$ cat src/rtl/tmr_pkg.sv
package tmr_pkg;

    typedef enum logic [1:0] {
        SEL_CTRL   = 2'd0,
        SEL_STATUS = 2'd1,
        SEL_STAMP  = 2'd2,
        SEL_COUNT  = 2'd3
    } reg_sel_e;

    // Control word flag layout
    localparam int FLAG_BITS   = 2;
    localparam int ENABLE_BIT  = 0;
    localparam int ONESHOT_BIT = 1;

    // Status word layout
    localparam int PEND_BIT    = 0;

endpackage

$ cat src/rtl/tmr_reload_ctrl.sv
module tmr_reload_ctrl
    import tmr_pkg::*;
#(
    parameter int DATA_W = 32
) (
    input  logic              clk,
    input  logic              rst_n,
    input  logic              tick_en,
    input  logic              wr_ctrl,
    input  logic [DATA_W-1:0] wdata,
    output logic [DATA_W-1:0] ctrl_q_o,
    output logic [DATA_W-1:0] cnt_q_o,
    output logic              expire_o
);

    localparam logic [DATA_W-1:0] CNT_MASK =
        {{(DATA_W-FLAG_BITS){1'b1}}, {FLAG_BITS{1'b0}}};

    typedef struct packed {
        logic [DATA_W-1:0] ctrl;
        logic [DATA_W-1:0] cnt;
    } state_t;

    state_t st_d, st_q;
    logic   run;
    logic   expire;

    always_comb begin
        st_d   = st_q;
        expire = 1'b0;
        run    = st_q.ctrl[ENABLE_BIT] && tick_en;
        if (wr_ctrl) begin
            // A bus write wins over any tick in the same cycle
            st_d.ctrl = wdata;
            st_d.cnt  = wdata & CNT_MASK;
        end else if (run) begin
            if (st_q.cnt == '0) begin
                expire = 1'b1;
                if (st_q.ctrl[ONESHOT_BIT]) begin
                    st_d.ctrl[ENABLE_BIT] = 1'b0;
                end else begin
                    st_d.cnt = st_q.ctrl & CNT_MASK;
                end
            end else begin
                st_d.cnt = st_q.cnt - 1'b1;
            end
        end
    end

    always_ff @(posedge clk or negedge rst_n) begin
        if (!rst_n) begin
            st_q <= '0;
        end else begin
            st_q <= st_d;
        end
    end

    assign ctrl_q_o = st_q.ctrl;
    assign cnt_q_o  = st_q.cnt;
    assign expire_o = expire;

    // a control write loads the masked count value
    a_r2_write_loads: assert property (@(posedge clk) disable iff (!rst_n)
        wr_ctrl |=> (st_q.cnt == ($past(wdata) & CNT_MASK)));

    // enabled tick with nonzero count decrements by one
    a_r3_decrement: assert property (@(posedge clk) disable iff (!rst_n)
        (st_q.ctrl[ENABLE_BIT] && tick_en && !wr_ctrl && st_q.cnt != '0)
        |=> (st_q.cnt == $past(st_q.cnt) - 1'b1));

    // no tick and no write leaves the counter alone
    a_r3_hold: assert property (@(posedge clk) disable iff (!rst_n)
        (!tick_en && !wr_ctrl) |=> $stable(st_q.cnt));

    // periodic expiry reloads from the control word
    a_r4_reload: assert property (@(posedge clk) disable iff (!rst_n)
        (expire && !st_q.ctrl[ONESHOT_BIT])
        |=> (st_q.cnt == ($past(st_q.ctrl) & CNT_MASK)));

    // one-shot expiry stops at zero with enable dropped
    a_r5_oneshot_stop: assert property (@(posedge clk) disable iff (!rst_n)
        (expire && st_q.ctrl[ONESHOT_BIT])
        |=> (!st_q.ctrl[ENABLE_BIT] && st_q.cnt == '0));

endmodule

$ cat src/rtl/tmr_pend_status.sv
module tmr_pend_status (
    input  logic clk,
    input  logic rst_n,
    input  logic expire,
    input  logic clr_req,
    output logic pend_q_o
);

    typedef struct packed {
        logic pend;
    } state_t;

    state_t st_d, st_q;

    always_comb begin
        st_d = st_q;
        if (expire) begin
            // Set has priority over a simultaneous clear
            st_d.pend = 1'b1;
        end else if (clr_req) begin
            st_d.pend = 1'b0;
        end
    end

    always_ff @(posedge clk or negedge rst_n) begin
        if (!rst_n) begin
            st_q <= '0;
        end else begin
            st_q <= st_d;
        end
    end

    assign pend_q_o = st_q.pend;

    // expiry always leaves pending set, even against a clear
    a_r8_set_wins: assert property (@(posedge clk) disable iff (!rst_n)
        expire |=> st_q.pend);

    // a clearing write without expiry drops pending
    a_r7_clear: assert property (@(posedge clk) disable iff (!rst_n)
        (clr_req && !expire) |=> !st_q.pend);

    // pending changes only on expiry or a clearing write
    a_r11_pend_stable: assert property (@(posedge clk) disable iff (!rst_n)
        (!clr_req && !expire) |=> $stable(st_q.pend));

endmodule

$ cat src/rtl/tmr_stamp_counter.sv
module tmr_stamp_counter #(
    parameter int STAMP_W = 32
) (
    input  logic               clk,
    input  logic               rst_n,
    input  logic               tick_en,
    input  logic               wr_stamp,
    input  logic [STAMP_W-1:0] wdata,
    output logic [STAMP_W-1:0] stamp_q_o
);

    typedef struct packed {
        logic [STAMP_W-1:0] stamp;
    } state_t;

    state_t st_d, st_q;

    always_comb begin
        st_d = st_q;
        if (wr_stamp) begin
            st_d.stamp = wdata;
        end else if (tick_en) begin
            // Natural modulo-2^STAMP_W wrap
            st_d.stamp = st_q.stamp + 1'b1;
        end
    end

    always_ff @(posedge clk or negedge rst_n) begin
        if (!rst_n) begin
            st_q <= '0;
        end else begin
            st_q <= st_d;
        end
    end

    assign stamp_q_o = st_q.stamp;

    // one step per enabled cycle, wrapping at the top
    a_r10_step: assert property (@(posedge clk) disable iff (!rst_n)
        (tick_en && !wr_stamp) |=> (st_q.stamp == $past(st_q.stamp) + 1'b1));

    // a write loads the written value
    a_r9_load: assert property (@(posedge clk) disable iff (!rst_n)
        wr_stamp |=> (st_q.stamp == $past(wdata)));

    // no enable and no write holds the count
    a_r9_hold: assert property (@(posedge clk) disable iff (!rst_n)
        (!tick_en && !wr_stamp) |=> $stable(st_q.stamp));

endmodule

$ cat src/rtl/tick_timer_unit.sv
module tick_timer_unit
    import tmr_pkg::*;
#(
    parameter int DATA_W = 32
) (
    input  logic              clk,
    input  logic              rst_n,
    input  logic              tick_en,
    input  logic              bus_wr,
    input  logic [1:0]        bus_addr,
    input  logic [DATA_W-1:0] bus_wdata,
    output logic [DATA_W-1:0] bus_rdata,
    output logic              tick_irq
);

    reg_sel_e          sel;
    logic              wr_ctrl;
    logic              wr_status;
    logic              wr_stamp;
    logic              clr_req;
    logic [DATA_W-1:0] ctrl_q;
    logic [DATA_W-1:0] cnt_q;
    logic [DATA_W-1:0] stamp_q;
    logic              expire;
    logic              pend_q;

    always_comb begin
        sel       = reg_sel_e'(bus_addr);
        wr_ctrl   = bus_wr && (sel == SEL_CTRL);
        wr_status = bus_wr && (sel == SEL_STATUS);
        wr_stamp  = bus_wr && (sel == SEL_STAMP);
        clr_req   = wr_status && bus_wdata[PEND_BIT];
    end

    tmr_reload_ctrl #(
        .DATA_W (DATA_W)
    ) reload_i (
        .clk      (clk),
        .rst_n    (rst_n),
        .tick_en  (tick_en),
        .wr_ctrl  (wr_ctrl),
        .wdata    (bus_wdata),
        .ctrl_q_o (ctrl_q),
        .cnt_q_o  (cnt_q),
        .expire_o (expire)
    );

    tmr_pend_status pend_i (
        .clk      (clk),
        .rst_n    (rst_n),
        .expire   (expire),
        .clr_req  (clr_req),
        .pend_q_o (pend_q)
    );

    tmr_stamp_counter #(
        .STAMP_W (DATA_W)
    ) stamp_i (
        .clk       (clk),
        .rst_n     (rst_n),
        .tick_en   (tick_en),
        .wr_stamp  (wr_stamp),
        .wdata     (bus_wdata),
        .stamp_q_o (stamp_q)
    );

    always_comb begin
        bus_rdata = '0;
        case (sel)
            SEL_CTRL:   bus_rdata = ctrl_q;
            SEL_STATUS: bus_rdata[PEND_BIT] = pend_q;
            SEL_STAMP:  bus_rdata = stamp_q;
            SEL_COUNT:  bus_rdata = cnt_q;
            default:    bus_rdata = '0;
        endcase
    end

    assign tick_irq = pend_q;

    // interrupt rises only in the cycle after an expiry
    a_r6_irq_rise: assert property (@(posedge clk) disable iff (!rst_n)
        $rose(tick_irq) |-> $past(expire));

endmodule

$ cat config.mk
export PLATFORM = sky130hd
export DESIGN_NAME = tick_timer_unit
export DESIGN_NICKNAME = d
export VERILOG_FILES = /design/src/rtl/tmr_pkg.sv /design/src/rtl/tmr_reload_ctrl.sv /design/src/rtl/tmr_pend_status.sv /design/src/rtl/tmr_stamp_counter.sv /design/src/rtl/tick_timer_unit.sv
export SDC_FILE = /design/constraint.sdc
export NUM_CORES = 1
export LEC_CHECK = 0
export BUFFER_PORTS_ARGS = -buffer_cell sky130_fd_sc_hd__buf_2
export CORE_MARGIN = 3
export CORE_UTILIZATION = 40
export CTS_BUF_LIST = sky130_fd_sc_hd__clkbuf_16
export DETAILED_ROUTE_END_ITERATION = 8
export PLACE_DENSITY = 0.58
export SYNTH_ARGS = -nofsm -noshare
export SYNTH_HDL_FRONTEND = slang
export SYNTH_SLANG_ARGS = --single-unit
$ cat constraint.sdc
create_clock -name clk -period 5.99 [get_ports clk]
set_input_delay 0.8985 -clock clk [delete_from_list [all_inputs] [get_ports clk]]
set_output_delay 0.8985 -clock clk [all_outputs]
set_load 0.02 [all_outputs]
==> results.md <==
- The flow ran to the end, and the final reports show no timing, DRC or antenna violations.
- The number of remaining DRC errors is 0.
- For the pin with the worst max-slew slack, the measured transition is 1160 ps.
- For the final routed database, the setup TNS stands at 0 ps.
- Per report_power, the combinational group accounts for 32.3% of the total.
- The maximum ir drop on the vdd rail is 140 uV.
- The endpoint kind of the worst setup timing path is an output port.
- The worst-skew pair later-pin latency is 360 ps.
- The via count of the first global-routing pass is 5,669.
- The number of buffers inserted by post-CTS setup repair is 0.
- Dividing the detail-routed wire length by the instance count gives 20.5 um.
- The number of max-slew violations in the final report is 0.
- The clock transition at the registers of the reported paths is 60 ps.
- Grouping stages by cell kind, the critical path spends the most delay in buffers and inverters.
- Once detailed placement completed, the half-perimeter wirelength came to 13.5 mm.
- The number of clock sinks seen by CTS is 97.
- The die footprint is 16,600 um2.
- During I/O placement, the number of pins put on the boundary was 71.
- Counting along the longest clock path gives a buffer depth of 2.
- Once detail routing completed, the nets flagged for antenna violations numbered 0.
- The most used flip-flop cell after synthesis is dfrtp_1.
- The clock tree synthesis step divided the H-tree into 3 levels.
- Relative to the synthesized area, the layout overhead comes to 11.4%.
- The share of synthesized flip-flops with an asynchronous set or reset is 100%.
- Clock skew on the completed layout was measured at 10.9 ps.
- At the end of routability-driven placement, the weighted congestion stood at 0.893.
- The data arrival time of the worst path is 2790 ps.
- The distinct cell type count after synthesis is 69.
- For this design the total switching power over the nets is 0.000938 W.
- In this run, post-CTS repair resized a total of 0 instances.
- In the final layout, the share of cells above drive strength 1 is 18.1%.
- The instance area after placement is 6470 um2.
- The final worst-path cycle share is 61.6%.
- The total wirelength of the detailed-routed design is 19.1 mm.
- The final setup violation count is 0.
- The effective utilization at floorplan is 41.3%.
- The post-cts hold buffer count is 0.
- The cell at the root of the clock tree is clkbuf_16.
- The completed layout was analyzed and its total power is 0.00238 W.
- The first routing iteration left 491 violations.
- The overall fraction of global-route tracks in use is 24.0%.
- The highest clock frequency the design can meet is 271 MHz.
- The first global-routing pass estimated 31.4 mm of wire.
- At the worst endpoint, the required time is 5090 ps.
- The number of standard cells in the layout, taps in and fillers out is 934.
- The count of standard-cell rows is 44.
- The initial antenna violation count came to 0.
- Setup repair after global routing left no endpoint under its margin.
- The mapped netlist covers 6050 um2.
- The yosys synthesis warning count is 0.
- The peak per-stage delay on the critical path is 720 ps.
- The global-route congestion overflow total is 0.
- The critical setup path kind is input port to output port.
- Counting flops and latches in the post-synthesis netlist gives 97.
- The die is 129 um wide.
- The TritonCTS clock tree is built.
- The post-synthesis net count is 744.
- The first detailed-routing pass took 5 iterations.
- The floorplan step defined a core boundary enclosing 14,600 um2.
- The area of all placed cells without fillers is 6730 um2.
- Walking the worst path, the cells encountered are buf_2 > nor2_2 > buf_4 > a22o_1 > buf_2.
- The slowest stage cell on the critical path is nor2_2.
- At the end of the flow, the number of nets in the layout was 786.
- Dividing the detail-routed via count by the number of cells gives 5.97.
- The power share of the clock group is 22.8%.
- The antenna cell count is 0.
- The number of buffer and inverter stages on the critical path is 3.
- The leakage power is 2.92 nW.
- The critical path's most frequent cell is buf_2.
- The worst setup path is launched from an input port.
- Net switching is 39.5% of the power.
- The routed layout has 5,578 vias.
- The minimum clock period is 3690 ps.
- The worst-case headroom to the max-slew limit is 21.8%.
- The internal power is 0.00144 W.
- The fraction of the yosys area taken by sequential cells is 40.1%.
- The number of cells produced by synthesis is 703.
- The worst hold path belongs to the class register to register.
- The tool flagged a number of max-cap violations equal to 0.
- The die is 129 um tall.
- In this run the tool buffered the top-level ports with 70 buffer cells.
- The post-synthesis average cell area is 8.60 um2.
- Power spread over the standard cell area amounts to 353 nW/um2.
- The number of instances in the placed design is 918.
- The pin count of the biggest net entering global routing is 52.
- The number of hold violations in the final report is 0.
- Buffers inserted during clock tree synthesis total 9.
- The maximum fanout count along the critical path is 42.
- The number of enable flip-flop cells after synthesis is 0.
- Per report_power, the sequential group accounts for 44.9% of the total.
## area by class of cell
cell class / instances / area, um2
Clock buffer: 9 / 225
Inverter: 10 / 37.5
Timing Repair Buffer: 77 / 405
Clock inverter: 7 / 38.8
Tap cell: 184 / 230
Sequential cell: 97 / 2430
Multi-Input combinational cell: 550 / 3370
Fill cell: 1476 / 7910
## worst reg2reg max path, stage by stage (launching register included)
cell and delay [ps]:
dfrtp_1 460, or4_4 580, nor2_1 280, nand4_2 660, o21ai_1 940, buf_4 340
a21oi_1 80, o32a_1 200
## cell usage in the layout (no fill, tap or decap), types with 18 or more instances in the layout
cell       n
a21oi_1   45
a22o_1    32
a31oi_1   18
buf_2     69
dfrtp_1   97
mux2_2    27
nand2_1  127
nand3_1   21
nor2_1    70
o21ai_0   27
xnor2_1   23
## power groups by stage
stage          sequential (W)  clock [W]  combinational, W
2_1_floorplan        0.000972          0          0.000615
3_3_place_gp          0.00106          0          0.000748
3_5_place_dp          0.00107          0          0.000763
4_1_cts               0.00106   0.000551          0.000769
5_1_grt               0.00110   0.000578          0.000860
6_report              0.00107   0.000541          0.000769
## synthesized netlist by cell type (all sizes together) (2+ instances only)
master  instances  share of area (%)
nor4b           2               0.29
clkbuf         33                2.1
a21oi          45                3.7
xor2           17                2.5
nand4b          2               0.29
ha              3               0.62
nor3b           3               0.37
o21ai          29                2.4
nand2         127                7.9
o22a            2               0.29
o21a            4               0.50
and3            6               0.62
inv            10               0.62
o32a            2               0.33
a211o           2               0.29
a21o            3               0.37
o221a           2               0.37
xnor2          23                3.3
nor3           19                1.7
nand4          19                2.2
o31ai           3               0.37
or3             5               0.54
mux2           27                5.0
buf            13                1.6
nor2           71                4.4
or4             4               0.56
nor4            9                1.4
nand3          21                1.7
a311oi          2               0.29
a31oi          19                2.1
a221oi          2               0.29
and4            7                1.0
and2            8               0.85
or3b            2               0.29
a22o           32                4.6
o211ai          8               0.99
dfrtp          97                 40
a22oi           3               0.37
## routing by layer
metal  vias up  global-route usage [%]  wire [um]  share of wire, %
met1      2720                    34.0       8670                45
met5         -                       0          0                 0
met3        38                    3.69       1190               6.2
met4         0                    9.57        516               2.7
li1       2627                       -          -                 -
met2       193                    36.8       8760                46
## sequential cells by signal, summed over array words and instances (netlist names)
signal,cells
stamp_i.stamp_q_o,32
reload_i.ctrl_q_o,32
reload_i.cnt_q_o,32
pend_i.pend_q_o,1
## path summary, 6_finish.rpt
path	cells after the start	slack (ps)	endpoint	startpoint
min in group asynchronous	1	570	reload_i.ctrl_q_o[1]	rst_n
worst max register to register	7	2350	reload_i.cnt_q_o[24]	reload_i.cnt_q_o[7]
worst min-delay path	2	510	reload_i.ctrl_q_o[2]	reload_i.ctrl_q_o[2]
worst max-delay path	5	2300	bus_rdata[12]	bus_addr[0]
max in group asynchronous	2	4290	stamp_i.stamp_q_o[18]	rst_n
worst min register to register	2	510	reload_i.ctrl_q_o[2]	reload_i.ctrl_q_o[2]
## cell families (layout without fill, tap and decap cells)
group	count (synthesis)	in the layout	share of synthesized area (%)
buf+inv	56	103	4.26
flops	97	97	40.1
simple gates	309	309	24.7
xor+xnor	40	40	5.79
mux	29	29	5.57
compound gates	169	169	18.9
fa+ha+maj	3	3	0.621
## per-stage QoR
stage	utilization (%)	setup WS [ps]	hold slack, ps
final	46.0	2300	509
after global placement	44.2	2330	488
after floorplan	-	3190	460
after global routing	46.0	2130	551
after detailed placement	44.2	2190	498
after CTS	46.0	2330	512
No activity file was read; power rests on OpenSTA's default activity.
